## src/rtl/dacdec_pkg.sv

```systemverilog
// Shared command encodings and per-channel control types for the
// converter register command decoder.
package dacdec_pkg;

    typedef enum logic [3:0] {
        OP_LOAD         = 4'h0,
        OP_UPDATE       = 4'h1,
        OP_LOAD_UPD_ALL = 4'h2,
        OP_LOAD_UPD     = 4'h3,
        OP_PD_CH        = 4'h4,
        OP_PD_CHIP      = 4'h5,
        OP_REF_INT      = 4'h6,
        OP_REF_EXT      = 4'h7,
        OP_NOP          = 4'hF
    } op_e;

    localparam logic [3:0] ADDR_ALL = 4'hF;

    // Per-channel strobes: load staging, update active, power down.
    typedef struct packed {
        logic ld;
        logic up;
        logic dn;
    } ch_ctl_t;

    // Chip-wide strobes.
    typedef struct packed {
        logic pd_chip;
        logic ref_int;
        logic ref_ext;
    } glob_ctl_t;

endpackage

```

## src/rtl/dacdec_cmd_decode.sv

```systemverilog
// Splits a command word into its fields and produces one-cycle control
// strobes for each channel and for the chip-wide reference state.
// Assumes a word is acted on only while valid is high. Reserved commands
// and reserved addresses yield no strobe at all.
module dacdec_cmd_decode
    import dacdec_pkg::*;
#(
    parameter int NUM_CH = 8,
    parameter int CODE_W = 12,
    parameter int WORD_W = 24,
    parameter int ADDR_W = 4
) (
    input  logic                       valid,
    input  logic [WORD_W-1:0]          word,
    output ch_ctl_t [NUM_CH-1:0]       ctl,
    output glob_ctl_t                  gctl,
    output logic [CODE_W-1:0]          code
);

    localparam int OP_HI   = WORD_W - 1;
    localparam int ADR_HI  = WORD_W - 5;
    localparam int CODE_HI = WORD_W - 9;

    op_e               op;
    logic [ADDR_W-1:0] adr;
    logic              hit_all;
    logic              addr_ok;
    logic [NUM_CH-1:0] sel;

    // Field extraction: command nibble, address nibble, left-aligned code.
    assign op      = op_e'(word[OP_HI -: 4]);
    assign adr     = word[ADR_HI -: ADDR_W];
    assign code    = word[CODE_HI -: CODE_W];
    assign hit_all = (adr == ADDR_ALL);
    assign addr_ok = hit_all || (int'(adr) < NUM_CH);

    // One select line per channel, set for its own address or for all.
    generate
        for (genvar i = 0; i < NUM_CH; i++) begin : g_sel
            assign sel[i] = hit_all || (adr == ADDR_W'(i));
        end
    endgenerate

    // Command decode into per-channel and chip-wide strobes.
    always_comb begin
        ctl  = '0;
        gctl = '0;
        if (valid) begin
            case (op)
                OP_LOAD: if (addr_ok) begin
                    for (int i = 0; i < NUM_CH; i++) ctl[i].ld = sel[i];
                end
                OP_UPDATE: if (addr_ok) begin
                    for (int i = 0; i < NUM_CH; i++) ctl[i].up = sel[i];
                end
                OP_LOAD_UPD_ALL: if (addr_ok) begin
                    for (int i = 0; i < NUM_CH; i++) begin
                        ctl[i].ld = sel[i];
                        ctl[i].up = 1'b1;
                    end
                end
                OP_LOAD_UPD: if (addr_ok) begin
                    for (int i = 0; i < NUM_CH; i++) begin
                        ctl[i].ld = sel[i];
                        ctl[i].up = sel[i];
                    end
                end
                OP_PD_CH: if (addr_ok) begin
                    for (int i = 0; i < NUM_CH; i++) ctl[i].dn = sel[i];
                end
                OP_PD_CHIP: begin
                    for (int i = 0; i < NUM_CH; i++) ctl[i].dn = 1'b1;
                    gctl.pd_chip = 1'b1;
                end
                OP_REF_INT: gctl.ref_int = 1'b1;
                OP_REF_EXT: gctl.ref_ext = 1'b1;
                default: ;
            endcase
        end
    end

endmodule

```

## src/rtl/dacdec_chan.sv

```systemverilog
// One channel: a staging register, an active register and a power-down
// flag. When load and update arrive together, the incoming code goes
// straight to active. Assumes update and power-down never arrive in the
// same cycle (the decoder never issues both).
module dacdec_chan
    import dacdec_pkg::*;
#(
    parameter int CODE_W    = 12,
    parameter bit RESET_MID = 1'b0
) (
    input  logic              clk,
    input  logic              rst_n,
    input  ch_ctl_t           ctl,
    input  logic [CODE_W-1:0] code,
    output logic [CODE_W-1:0] act,
    output logic              pd
);

    localparam logic [CODE_W-1:0] MID_CODE = {1'b1, {(CODE_W-1){1'b0}}};
    localparam logic [CODE_W-1:0] RST_CODE = RESET_MID ? MID_CODE : '0;

    logic [CODE_W-1:0] stage_q;
    logic [CODE_W-1:0] upd_val;

    // Value promoted on update: fresh code if loaded this cycle.
    assign upd_val = ctl.ld ? code : stage_q;

    // Staging register.
    always_ff @(posedge clk) begin
        if (!rst_n)      stage_q <= RST_CODE;
        else if (ctl.ld) stage_q <= code;
    end

    // Active register.
    always_ff @(posedge clk) begin
        if (!rst_n)      act <= RST_CODE;
        else if (ctl.up) act <= upd_val;
    end

    // Power-down flag: update wakes, power-down command sleeps.
    always_ff @(posedge clk) begin
        if (!rst_n)      pd <= 1'b0;
        else if (ctl.up) pd <= 1'b0;
        else if (ctl.dn) pd <= 1'b1;
    end

endmodule

```

## src/rtl/dacdec_ref.sv

```systemverilog
// Chip-wide reference selection and internal-reference power state.
// Assumes at most one reference strobe per cycle.
module dacdec_ref
    import dacdec_pkg::*;
#(
    parameter bit RESET_REF_INT = 1'b1
) (
    input  logic      clk,
    input  logic      rst_n,
    input  glob_ctl_t gctl,
    output logic      ref_internal,
    output logic      ref_powered
);

    // Reference source selection.
    always_ff @(posedge clk) begin
        if (!rst_n)            ref_internal <= RESET_REF_INT;
        else if (gctl.ref_int) ref_internal <= 1'b1;
        else if (gctl.ref_ext) ref_internal <= 1'b0;
    end

    // Internal reference power.
    always_ff @(posedge clk) begin
        if (!rst_n)                             ref_powered <= RESET_REF_INT;
        else if (gctl.ref_int)                  ref_powered <= 1'b1;
        else if (gctl.ref_ext || gctl.pd_chip)  ref_powered <= 1'b0;
    end

endmodule

```

## src/rtl/dac_cmd_decoder.sv

```systemverilog
// Top level: decodes command words and holds the per-channel and
// chip-wide register state of a multi-channel converter. Every change
// lands on the edge that samples cmd_valid high.
module dac_cmd_decoder
    import dacdec_pkg::*;
#(
    parameter int NUM_CH        = 8,
    parameter int CODE_W        = 12,
    parameter bit RESET_MID     = 1'b0,
    parameter bit RESET_REF_INT = 1'b1
) (
    input  logic                       clk,
    input  logic                       rst_n,
    input  logic                       cmd_valid,
    input  logic [23:0]                cmd_word,
    output logic [NUM_CH*CODE_W-1:0]   act_codes,
    output logic [NUM_CH-1:0]          ch_pd,
    output logic                       ref_internal,
    output logic                       ref_powered
);

    ch_ctl_t [NUM_CH-1:0] ctl;
    glob_ctl_t            gctl;
    logic [CODE_W-1:0]    code;

    dacdec_cmd_decode #(
        .NUM_CH (NUM_CH),
        .CODE_W (CODE_W),
        .WORD_W (24),
        .ADDR_W (4)
    ) u_dec (
        .valid (cmd_valid),
        .word  (cmd_word),
        .ctl   (ctl),
        .gctl  (gctl),
        .code  (code)
    );

    generate
        for (genvar i = 0; i < NUM_CH; i++) begin : g_ch
            dacdec_chan #(
                .CODE_W    (CODE_W),
                .RESET_MID (RESET_MID)
            ) u_ch (
                .clk   (clk),
                .rst_n (rst_n),
                .ctl   (ctl[i]),
                .code  (code),
                .act   (act_codes[i*CODE_W +: CODE_W]),
                .pd    (ch_pd[i])
            );
        end
    endgenerate

    dacdec_ref #(
        .RESET_REF_INT (RESET_REF_INT)
    ) u_ref (
        .clk          (clk),
        .rst_n        (rst_n),
        .gctl         (gctl),
        .ref_internal (ref_internal),
        .ref_powered  (ref_powered)
    );

endmodule

```

## config.mk

```make
export PLATFORM = sky130hd
export DESIGN_NAME = dac_cmd_decoder
export DESIGN_NICKNAME = d
export VERILOG_FILES = /design/src/rtl/dacdec_pkg.sv /design/src/rtl/dacdec_cmd_decode.sv /design/src/rtl/dacdec_chan.sv /design/src/rtl/dacdec_ref.sv /design/src/rtl/dac_cmd_decoder.sv
export SDC_FILE = /design/constraint.sdc
export NUM_CORES = 1
export LEC_CHECK = 0
export CAP_MARGIN = 40
export CORE_MARGIN = 3
export CORE_UTILIZATION = 40
export CTS_CLUSTER_DIAMETER = 40
export DETAILED_ROUTE_END_ITERATION = 8
export GPL_TIMING_DRIVEN = 0
export PLACE_DENSITY = 0.64
export SETUP_SLACK_MARGIN = 0.5
export SLEW_MARGIN = 30
export SYNTH_ARGS = -nofsm -noshare
export SYNTH_HDL_FRONTEND = slang
export SYNTH_SLANG_ARGS = --single-unit
export TNS_END_PERCENT = 20
```

## constraint.sdc

```tcl
create_clock -name clk -period 3.1 [get_ports clk]
set_input_delay 0.62 -clock clk [delete_from_list [all_inputs] [get_ports clk]]
set_output_delay 0.62 -clock clk [all_outputs]
set_load 0.03 [all_outputs]
```

==> impl_metrics.json <==
{
  "rsz0062_at_grt": "true",
  "critPathKind": "in2reg",
  "rows": 49,
  "layout_common_cells": "202 x dfxtp_1, 114 x clkdlybuf4s50_1, 104 x nor2_1",
  "antenna_found_initial": 0,
  "yosys.area.top_type": "dfxtp_1",
  "drt_wl_total_um": 21170,
  "outcome": "completed",
  "path_max_fanout": 10,
  "fmax_mhz": 397.4,
  "ctsHoldBuffers": 0,
  "synth_top_family_by_area": "compound AO/OA/AOI/OAI gates",
  "htreeDepth": 1,
  "critPathCaptureType": "flop",
  "route.detailed.drc": 0,
  "syn_inst": 751,
  "synth_compound_gate_area_share": 0.1793,
  "leakage_nw": 4.247,
  "hold_depth": 2,
  "yosys.area_share.simple": 0.09147,
  "peakVddDrop_mv": 0.3880,
  "clk_latency_ns": 0.52,
  "num_io_pins": 133,
  "fillers": 1665,
  "setup_viol": 0,
  "overflow": 0,
  "drive_gt1_frac": 0.1130,
  "synthXorXnorAreaFrac": 0.003512,
  "diodes": 0,
  "cp_slowest_cell": "clkdlybuf4s50_1",
  "synth_nets": 778,
  "vias": 5945,
  "reg2reg_depth": 2,
  "worstPathArrival_ns": 2.90,
  "die_w_um": 142.8,
  "grt_pass1_wl_um": 32420,
  "ys_ff_latch": 202,
  "critPathBufInv": 3,
  "timing.final.ws_setup_ns": 0.5835,
  "min_period_over_period": 0.8118,
  "pwr_density_cell_nw_per_um2": 623.9,
  "crit_cells": 7,
  "cts_max_path_buffers": 3,
  "final_max_slew_viol_count": 0,
  "avgSynthCellArea_sq_um": 9.963,
  "post-route-util": 0.5460,
  "cp_cell_sequence": "clkdlybuf4s50_1 > or3b_1 > clkbuf_4 > nor3_1 > buf_4 > mux2i_1 > a21oi_1",
  "synth.mux.area_fraction": 0.1284,
  "cp_top_family": "buffers and inverters",
  "hold_viol_final": 0,
  "synthTopCellsByArea": "dfxtp_1 54%, mux2i_1 13%, o31ai_1 8.4%, a21oi_1 6.7%, nor2_1 5.2%",
  "hold_path_class": "reg2reg",
  "cts_tree": "yes",
  "clkSlewWorstSetupHoldPaths_ns": 0.06,
  "synth_top_area_share": 0.5405,
  "start_util": 0.4123,
  "yosys.area_share.adder": 0,
  "routedWlPerCell_um": 18.42,
  "initialDrtViolationCount": 312,
  "synth.distinct_cells": 35,
  "finalNetCount": 925,
  "worstMarginPinSlew_ns": 0.9144,
  "area_growth_syn_to_layout_pct": 32.42,
  "fp.dieH_um": 142.8,
  "clockRootBuffer": "clkbuf_16",
  "max-cap-violations": 0,
  "cts_sinks": 202,
  "layout_commonest_cell": "dfxtp_1",
  "port_buffers": 115,
  "place_congestion": 0.8233,
  "die_area_sq_um": 20380,
  "via_per_inst": 5.174,
  "min_period_ns": 2.516,
  "drtPass1Iterations": 4,
  "async_reset_ff_frac": 0,
  "max-slew-margin-rel": 0.3904,
  "ys_warn_count": 0,
  "critPathMaxStageDelay_ns": 0.50,
  "hpwl_um": 14000,
  "pre_cts_ws_ns": -0.1653,
  "netlist_area_sq_um": 7482,
  "grt_pass1_vias": 5679,
  "ys.flop_type": "dfxtp_1",
  "route.antenna.remaining_nets": 0,
  "design.core.area_sq_um": 18150,
  "synth_edf_count": 0,
  "grt_use_total": 0.2032,
  "ys_seq_area_frac": 0.5405,
  "grt_max_degree": 14,
  "crit_required_ns": 3.49,
  "cp-start-kind": "primary input",
  "numCtsBuffers": 28,
  "clock_skew_ns": 0.01579
}
## cells by family (layout without fill, tap and decap cells)
family	Yosys count	count (layout)
compound gates	213	213
flops	202	202
simple gates	149	149
mux	96	96
buf+inv	88	257
xor+xnor	3	3
## registers in the layout (all words and copies together), names as in the netlist
name	count
g_ch.u_ch.pd	8
u_ref.ref_powered	1
g_ch.u_ch.stage_q	96
g_ch.u_ch.act	96
u_ref.ref_internal	1
## metal layers
layer	up-vias	part of all wire	GRT usage
met2	141	0.45	0.3113
met3	30	0.042	0.03014
met4	0	0.020	0.05553
li1	2973	-	-
met1	2801	0.49	0.2998
met5	-	0	0
## worst paths after layout
kind,slack [ns],end,from
setup / recovery,0.58,g_ch[7].u_ch.act[6],cmd_word[22]
hold / removal,0.49,g_ch[3].u_ch.stage_q[0],g_ch[3].u_ch.stage_q[0]
setup reg to reg,2.30,g_ch[7].u_ch.act[11],g_ch[7].u_ch.stage_q[11]
hold reg to reg,0.49,g_ch[3].u_ch.stage_q[0],g_ch[3].u_ch.stage_q[0]
## stage by stage
stage	hold WS, ns	total power [mW]	TNS, ns	area (sq um)	instances
final	0.4862	6.181	0	9908	1149
after global routing	0.5057	6.369	0	9908	1149
after CTS	0.4909	6.207	0	9874	1149
after detailed placement	0.4774	3.076	-10.61	8920	1095
after global placement	0.4669	3.075	-11.47	8920	1095
after floorplan	0.4558	2.923	0	7482	751
## layout make-up
cell class | count | area (sq um) | area share
sequential | 202 | 4044 | 0.4081
multi-input combinational | 461 | 3027 | 0.3055
timing repair buffer | 117 | 1169 | 0.1179
clock buffer | 36 | 782.0 | 0.07892
buffer | 85 | 431.7 | 0.04357
tap | 229 | 286.5 | 0.02892
clock inverter | 16 | 157.7 | 0.01591
inverter | 3 | 11.26 | 0.001137
## synthesized netlist by cell type (3+ instances only)
cell type,n
nor2_1,104
a21oi_1,100
nor4_2,3
a211o_1,4
clkbuf_1,49
or2_2,8
buf_4,18
inv_1,3
nor3_1,10
nand2_1,8
mux2i_1,96
buf_2,16
dfxtp_1,202
o31ai_1,84
o21ai_0,15
xor2_1,3
a211oi_1,7
or4b_1,3
## tightest hold or removal path: stages, from the launching register on
cell,delay [ns]
dfxtp_1,0.31
mux2i_1,0.07
nor2_1,0.08
## where the power goes
group          internal, mW  switching, mW  total, mW
Combinational         0.125          0.243      0.368
Clock                  1.96           1.20       3.16
Sequential             2.64         0.0213       2.66
## repair_timing
action | CTS | global route
pin swaps | 1 | 0
endpoints found under the setup margin | 84 | 139
resized for setup | 0 | 18
setup buffers | 2 | 0
(Power assumes the default switching activity.)
